<file path="config.mk">
export PLATFORM = sky130hd
export DESIGN_NAME = baudClockGen
export DESIGN_NICKNAME = d
export VERILOG_FILES = /design/src/rtl/baudGenPkg.sv /design/src/rtl/baudRateTable.sv /design/src/rtl/baudDivPath.sv /design/src/rtl/baudCtrl.sv /design/src/rtl/baudClockGen.sv
export SDC_FILE = /design/constraint.sdc
export NUM_CORES = 1
export LEC_CHECK = 0
export BUFFER_PORTS_ARGS = -buffer_cell sky130_fd_sc_hd__buf_4
export CAP_MARGIN = 0
export CORE_MARGIN = 5
export CORE_UTILIZATION = 35
export DETAILED_ROUTE_END_ITERATION = 8
export GPL_TIMING_DRIVEN = 0
export PLACE_DENSITY_LB_ADDON = 0.1
export SYNTH_ARGS = -nofsm -noshare
export SYNTH_HDL_FRONTEND = slang
export SYNTH_SLANG_ARGS = --single-unit
</file>
<file path="constraint.sdc">
create_clock -name clk -period 3.2 [get_ports clk]
set_input_delay 0.64 -clock clk [delete_from_list [all_inputs] [get_ports clk]]
set_output_delay 0.64 -clock clk [all_outputs]
set_load 0.01 [all_outputs]
</file>
<file path="src/rtl/baudGenPkg.sv">
package baudGenPkg;

  localparam int TICK_DIV = 16;

  typedef struct packed {
    logic reload;
    logic toggle;
  } divStrobe_t;

  // Selectable rates in tenths of a baud.
  function automatic int rateTenths(input int idx);
    case (idx)
      0:       return 455;
      1:       return 500;
      2:       return 569;
      3:       return 750;
      4:       return 1000;
      5:       return 1100;
      6:       return 1500;
      default: return 3000;
    endcase
  endfunction

  // Master cycles per half period of the 16x clock, rounded to nearest.
  function automatic int halfDivisor(input longint clkHz, input int idx);
    longint den;
    longint quo;
    den = 64'(32 * rateTenths(idx));
    quo = (clkHz * 10 + den / 2) / den;
    if (quo < 1) quo = 1;
    return int'(quo);
  endfunction

endpackage

</file>
<file path="src/rtl/baudRateTable.sv">
module baudRateTable #(
  parameter longint CLK_HZ    = 1_843_200,
  parameter int     NUM_RATES = 8,
  parameter int     SEL_W     = 3,
  parameter int     CNT_W     = 11
) (
  input  logic [SEL_W-1:0] rateSel,
  output logic [CNT_W-1:0] halfCount
);
  import baudGenPkg::*;

  logic [CNT_W-1:0] divTable [NUM_RATES];

  for (genvar g = 0; g < NUM_RATES; g++) begin : g_entry
    assign divTable[g] = CNT_W'(halfDivisor(CLK_HZ, g));
  end

  assign halfCount = divTable[rateSel];

endmodule

</file>
<file path="src/rtl/baudDivPath.sv">
module baudDivPath #(
  parameter int CNT_W   = 11,
  parameter int MAX_DIV = 1266
) (
  input  logic                   clk,
  input  logic                   rst,
  input  baudGenPkg::divStrobe_t strobe,
  input  logic [CNT_W-1:0]       loadVal,
  output logic                   zero,
  output logic                   clk16x
);

  logic [CNT_W-1:0] cnt;
  logic             clkReg;

  always_ff @(posedge clk) begin
    if (strobe.reload) cnt <= loadVal - 1'b1;
    else               cnt <= cnt - 1'b1;
  end

  always_ff @(posedge clk) begin
    if (rst)                clkReg <= 1'b0;
    else if (strobe.toggle) clkReg <= ~clkReg;
  end

  assign zero   = (cnt == '0);
  assign clk16x = clkReg;

  p_cnt_bound_r1: assert property (@(posedge clk) disable iff (rst)
    32'(cnt) < MAX_DIV);

  p_reload_next_r4: assert property (@(posedge clk) disable iff (rst)
    strobe.reload |=> (cnt == $past(loadVal) - 1'b1));

  p_hold_phase_r2: assert property (@(posedge clk) disable iff (rst)
    !strobe.toggle |=> $stable(clkReg));

  p_reset_low_r6: assert property (@(posedge clk) disable iff (rst)
    $past(rst) |-> !clkReg);

endmodule

</file>
<file path="src/rtl/baudCtrl.sv">
module baudCtrl #(
  parameter int TICK_DIV = 16
) (
  input  logic                   clk,
  input  logic                   rst,
  input  logic                   zero,
  input  logic                   clk16x,
  output baudGenPkg::divStrobe_t strobe,
  output logic                   baudTick
);
  localparam int EDGE_W = (TICK_DIV > 1) ? $clog2(TICK_DIV) : 1;
  localparam logic [EDGE_W-1:0] LAST_EDGE = EDGE_W'(TICK_DIV - 1);

  logic [EDGE_W-1:0] edgeCnt;
  logic              rising;
  logic              tickReg;

  always_comb begin
    strobe.reload = rst || zero;
    strobe.toggle = zero && !rst;
  end

  assign rising = strobe.toggle && !clk16x;

  always_ff @(posedge clk) begin
    if (rst) begin
      edgeCnt <= '0;
      tickReg <= 1'b0;
    end else begin
      tickReg <= rising && (edgeCnt == LAST_EDGE);
      if (rising) edgeCnt <= (edgeCnt == LAST_EDGE) ? '0 : edgeCnt + 1'b1;
    end
  end

  assign baudTick = tickReg;

  p_tick_on_rise_r5: assert property (@(posedge clk) disable iff (rst)
    tickReg |-> (clk16x && !$past(clk16x)));

  p_tick_single_r5: assert property (@(posedge clk) disable iff (rst)
    tickReg |=> !tickReg);

  p_tick_reset_r6: assert property (@(posedge clk) disable iff (rst)
    $past(rst) |-> !tickReg);

endmodule

</file>
<file path="src/rtl/baudClockGen.sv">
module baudClockGen #(
  parameter longint CLK_HZ    = 1_843_200,
  parameter int     NUM_RATES = 8,
  localparam int    SEL_W     = (NUM_RATES > 1) ? $clog2(NUM_RATES) : 1
) (
  input  logic             clk,
  input  logic             rst,
  input  logic [SEL_W-1:0] rateSel,
  output logic             clk16x,
  output logic             baudTick
);
  import baudGenPkg::*;

  localparam int MAX_DIV = halfDivisor(CLK_HZ, 0);
  localparam int CNT_W   = $clog2(MAX_DIV + 1);

  divStrobe_t       strobe;
  logic [CNT_W-1:0] halfCount;
  logic             zero;

  baudRateTable #(
    .CLK_HZ(CLK_HZ), .NUM_RATES(NUM_RATES), .SEL_W(SEL_W), .CNT_W(CNT_W)
  ) uTable (
    .rateSel(rateSel),
    .halfCount(halfCount)
  );

  baudDivPath #(.CNT_W(CNT_W), .MAX_DIV(MAX_DIV)) uPath (
    .clk(clk), .rst(rst), .strobe(strobe), .loadVal(halfCount),
    .zero(zero), .clk16x(clk16x)
  );

  baudCtrl #(.TICK_DIV(TICK_DIV)) uCtrl (
    .clk(clk), .rst(rst), .zero(zero), .clk16x(clk16x),
    .strobe(strobe), .baudTick(baudTick)
  );

endmodule

</file>
==> impl_metrics.json <==
{
  "outcome": "complete, no violations",
  "synthMuxAreaShare_pct": 2.348,
  "worstPathBufferInverterCount": 2,
  "io_pins": 7,
  "postSynthAreaPerCell_um2": 8.942,
  "dr.pass1.iters": 4,
  "ys_warn_count": 0,
  "area_delta_synth_final_pct": 11.25,
  "slew_headroom_pct": 61.89,
  "setup_viol": 0,
  "gp_congestion": 0.8404,
  "core-area_um2": 3606,
  "path_class": "input pin to register",
  "hold_path_class": "register to register",
  "clk_latency_ns": 0.25,
  "power_density_nw_per_um2": 431.6,
  "synth_xor_area_share_pct": 5.479,
  "dp_hpwl_mm": 2.276,
  "ys_ff_latch": 17,
  "cpLargestDelayFamily": "compound AO/OA/AOI/OAI gates",
  "crit_chain": "buf_2, clkinv_1, a32oi_1, ha_1, or3b_2, nor2_1, o21ai_0, a211oi_1, a21oi_1",
  "drive_gt1_share_pct": 19.08,
  "end_kind": "register",
  "dr_wl_met3_um": 61,
  "postPlaceCellArea_um2": 1376,
  "die_h_um": 70.45,
  "async_flop_share_pct": 0,
  "cp-start-kind": "input pin",
  "cts_sinks": 17,
  "die_w_um": 70.45,
  "synth_top_cell_area_share_pct": 26.61,
  "required_ns": 3.33,
  "finClkSkew_ns": 0.001018,
  "hold_buffers": 0,
  "postCtsSetupRepairBufs": 0,
  "grt_pass1_vias": 1082,
  "total_power_mw": 0.6140,
  "port_buffers": 5,
  "routedWlPerCell_um": 14.54,
  "track_usage_pct": 12.59,
  "worst_slew_pin_slew_ns": 0.5696,
  "synth_top_family_by_area": "simple AND/OR/NAND/NOR gates",
  "arrival_ns": 3.13,
  "dieArea_um2": 4963,
  "overflow": 0,
  "fin_nets": 165,
  "synth-main-ff-cell": "dfxtp_1",
  "antenna_found_initial": 0,
  "diodes": 0,
  "rsz0062_at_grt": "no",
  "syn_inst": 143,
  "place_ws_ns": -0.05340,
  "cts_buffers": 3,
  "synth_compound_area_share_pct": 25.44,
  "clk_pin_slew_worst_paths_ns": 0.07,
  "synth_adder_area_share_pct": 6.849,
  "wl_mm": 2.908,
  "design_area_um2": 1423,
  "vdd_drop_max_v": 0.0001424,
  "met2_length_mm": 1.415,
  "fp-row-count": 22,
  "postRouteAntennaNets": 0,
  "via_per_inst": 5.540,
  "wl_met1_mm": 1.379,
  "synthSimpleGateAreaFrac_pct": 29.84,
  "min_period_ns": 3.004,
  "crit_fanout": 10,
  "nFillCells": 399,
  "slew_violations": 0,
  "hold_viol_final": 0,
  "via_count": 1108,
  "tns_ns": 0,
  "clockBufferDepth": 2,
  "leakage_nw": 0.5488,
  "reg2reg_setup_slack_ns": 0.41,
  "holdWs_ns": 0.4815,
  "drc": 0,
  "grt_first_pass_wirelength_mm": 5.057,
  "synth-edff-count": 0,
  "synth_area_um2": 1279,
  "h-tree-depth": 1,
  "syn_nets": 155,
  "critPathMaxStageDelay_ns": 0.48,
  "yosys.area.top_type": "dfxtp_1",
  "grt_max_degree": 11,
  "netlist_top_cells_area": "dfxtp_1, ha_1, nand2_1, nor2_1, a21oi_1",
  "first_iter_violations": 31,
  "seq_area_frac_synth_pct": 26.61,
  "tritoncts": "yes",
  "timing.final.ws_setup_ns": 0.1961,
  "cap_violations": 0,
  "cts_resized": 0,
  "top_layer_used": "met4",
  "initial_core_util_pct": 35.46,
  "fmax_mhz": 332.9,
  "yosysUniqueCellTypes": 54,
  "cts.root.buffer_cell": "clkbuf_8",
  "finalCritPeriodShare_pct": 93.87,
  "crit_slowest_cell": "or3b_2"
}
-- worst reg2reg max path, delay by kind of cell, from the launching register on --
| kind | cells | cell delay (ns) |
|---|---|---|
| AO/OA/AOI/OAI | 5 | 0.98 |
| AND/OR/NAND/NOR | 3 | 0.97 |
| flip-flops | 1 | 0.41 |
| adder cells (fa/ha/maj) | 1 | 0.30 |
-- report_power, final --
group	internal (mW)	switching (mW)	total, mW
clock network	0.0864	0.0769	0.163
logic	0.0690	0.0936	0.163
registers	0.241	0.0466	0.288
-- logic make-up after synthesis --
group                    Yosys count
buffers and inverters             11
AND/OR/NAND/NOR                   56
flip-flops                        17
adder cells (fa/ha/maj)            7
XOR/XNOR                           8
AO/OA/AOI/OAI                     41
multiplexers                       3
-- cell usage after synthesis (2+ instances only) --
master,count
a211oi_1,2
a41oi_1,2
xnor2_1,4
mux2i_1,3
o22ai_1,3
inv_1,7
or2_2,2
ha_1,7
nand2b_1,5
a31oi_1,2
nor3_1,3
o21ai_0,7
dfxtp_1,17
a21oi_1,7
buf_2,2
nand3_1,4
o211ai_1,2
nand2_1,15
nor2_1,10
xor2_1,4
nor3_4,2
-- state kept, by name, summed over array words and instances, names as in the netlist --
name,count
uCtrl.baudTick,1
uCtrl.edgeCnt,4
uPath.clk16x,1
uPath.cnt,11
-- cells in the final DEF (no fill, tap or decap), types with 2 or more instances in the layout --
cell	n
mux2i_1	3
xor2_1	4
xnor2_1	4
inv_1	7
or2_2	2
buf_2	2
nor3_1	3
a31oi_1	2
nand2_1	15
nor3_4	2
buf_4	5
nand2b_1	5
o211ai_1	2
nor2_1	10
dfxtp_1	17
clkbuf_8	3
o21ai_0	7
a41oi_1	2
a21oi_1	7
o22ai_1	3
ha_1	7
nand3_1	4
a211oi_1	2
-- routing by layer --
layer	vias to the layer above	global-route usage [%]
met5	-	0
met4	0	5.319
met3	4	2.014
met2	15	21.00
met1	529	15.89
li1	560	-
-- metrics by stage --
stage,cells,utilization (%)
after floorplan,143,-
after global placement,196,38.17
after detailed placement,196,38.17
after CTS,200,39.45
after global routing,200,39.45
final,200,39.45
-- path summary, 6_finish.rpt --
path	start	end	cells after the start
hold / removal	uPath.cnt[0]$_DFF_P_	uPath.cnt[0]$_DFF_P_	1
hold reg to reg	uPath.cnt[0]$_DFF_P_	uPath.cnt[0]$_DFF_P_	1
setup / recovery	rst	uPath.cnt[8]$_DFF_P_	9
setup reg to reg	uPath.cnt[5]$_DFF_P_	uPath.cnt[8]$_DFF_P_	9
-- final cells by class --
cell class	count	area [um2]	area share [%]
Buffer	3	13.76	0.9675
Sequential cell	17	340.3	23.92
Multi-Input combinational cell	115	894.6	62.88
Clock buffer	3	41.29	2.902
Timing Repair Buffer	5	37.54	2.639
Tap cell	48	60.06	4.222
Clock inverter	1	5.005	0.3518
Inverter	8	30.03	2.111
(Power assumes the default switching activity.)
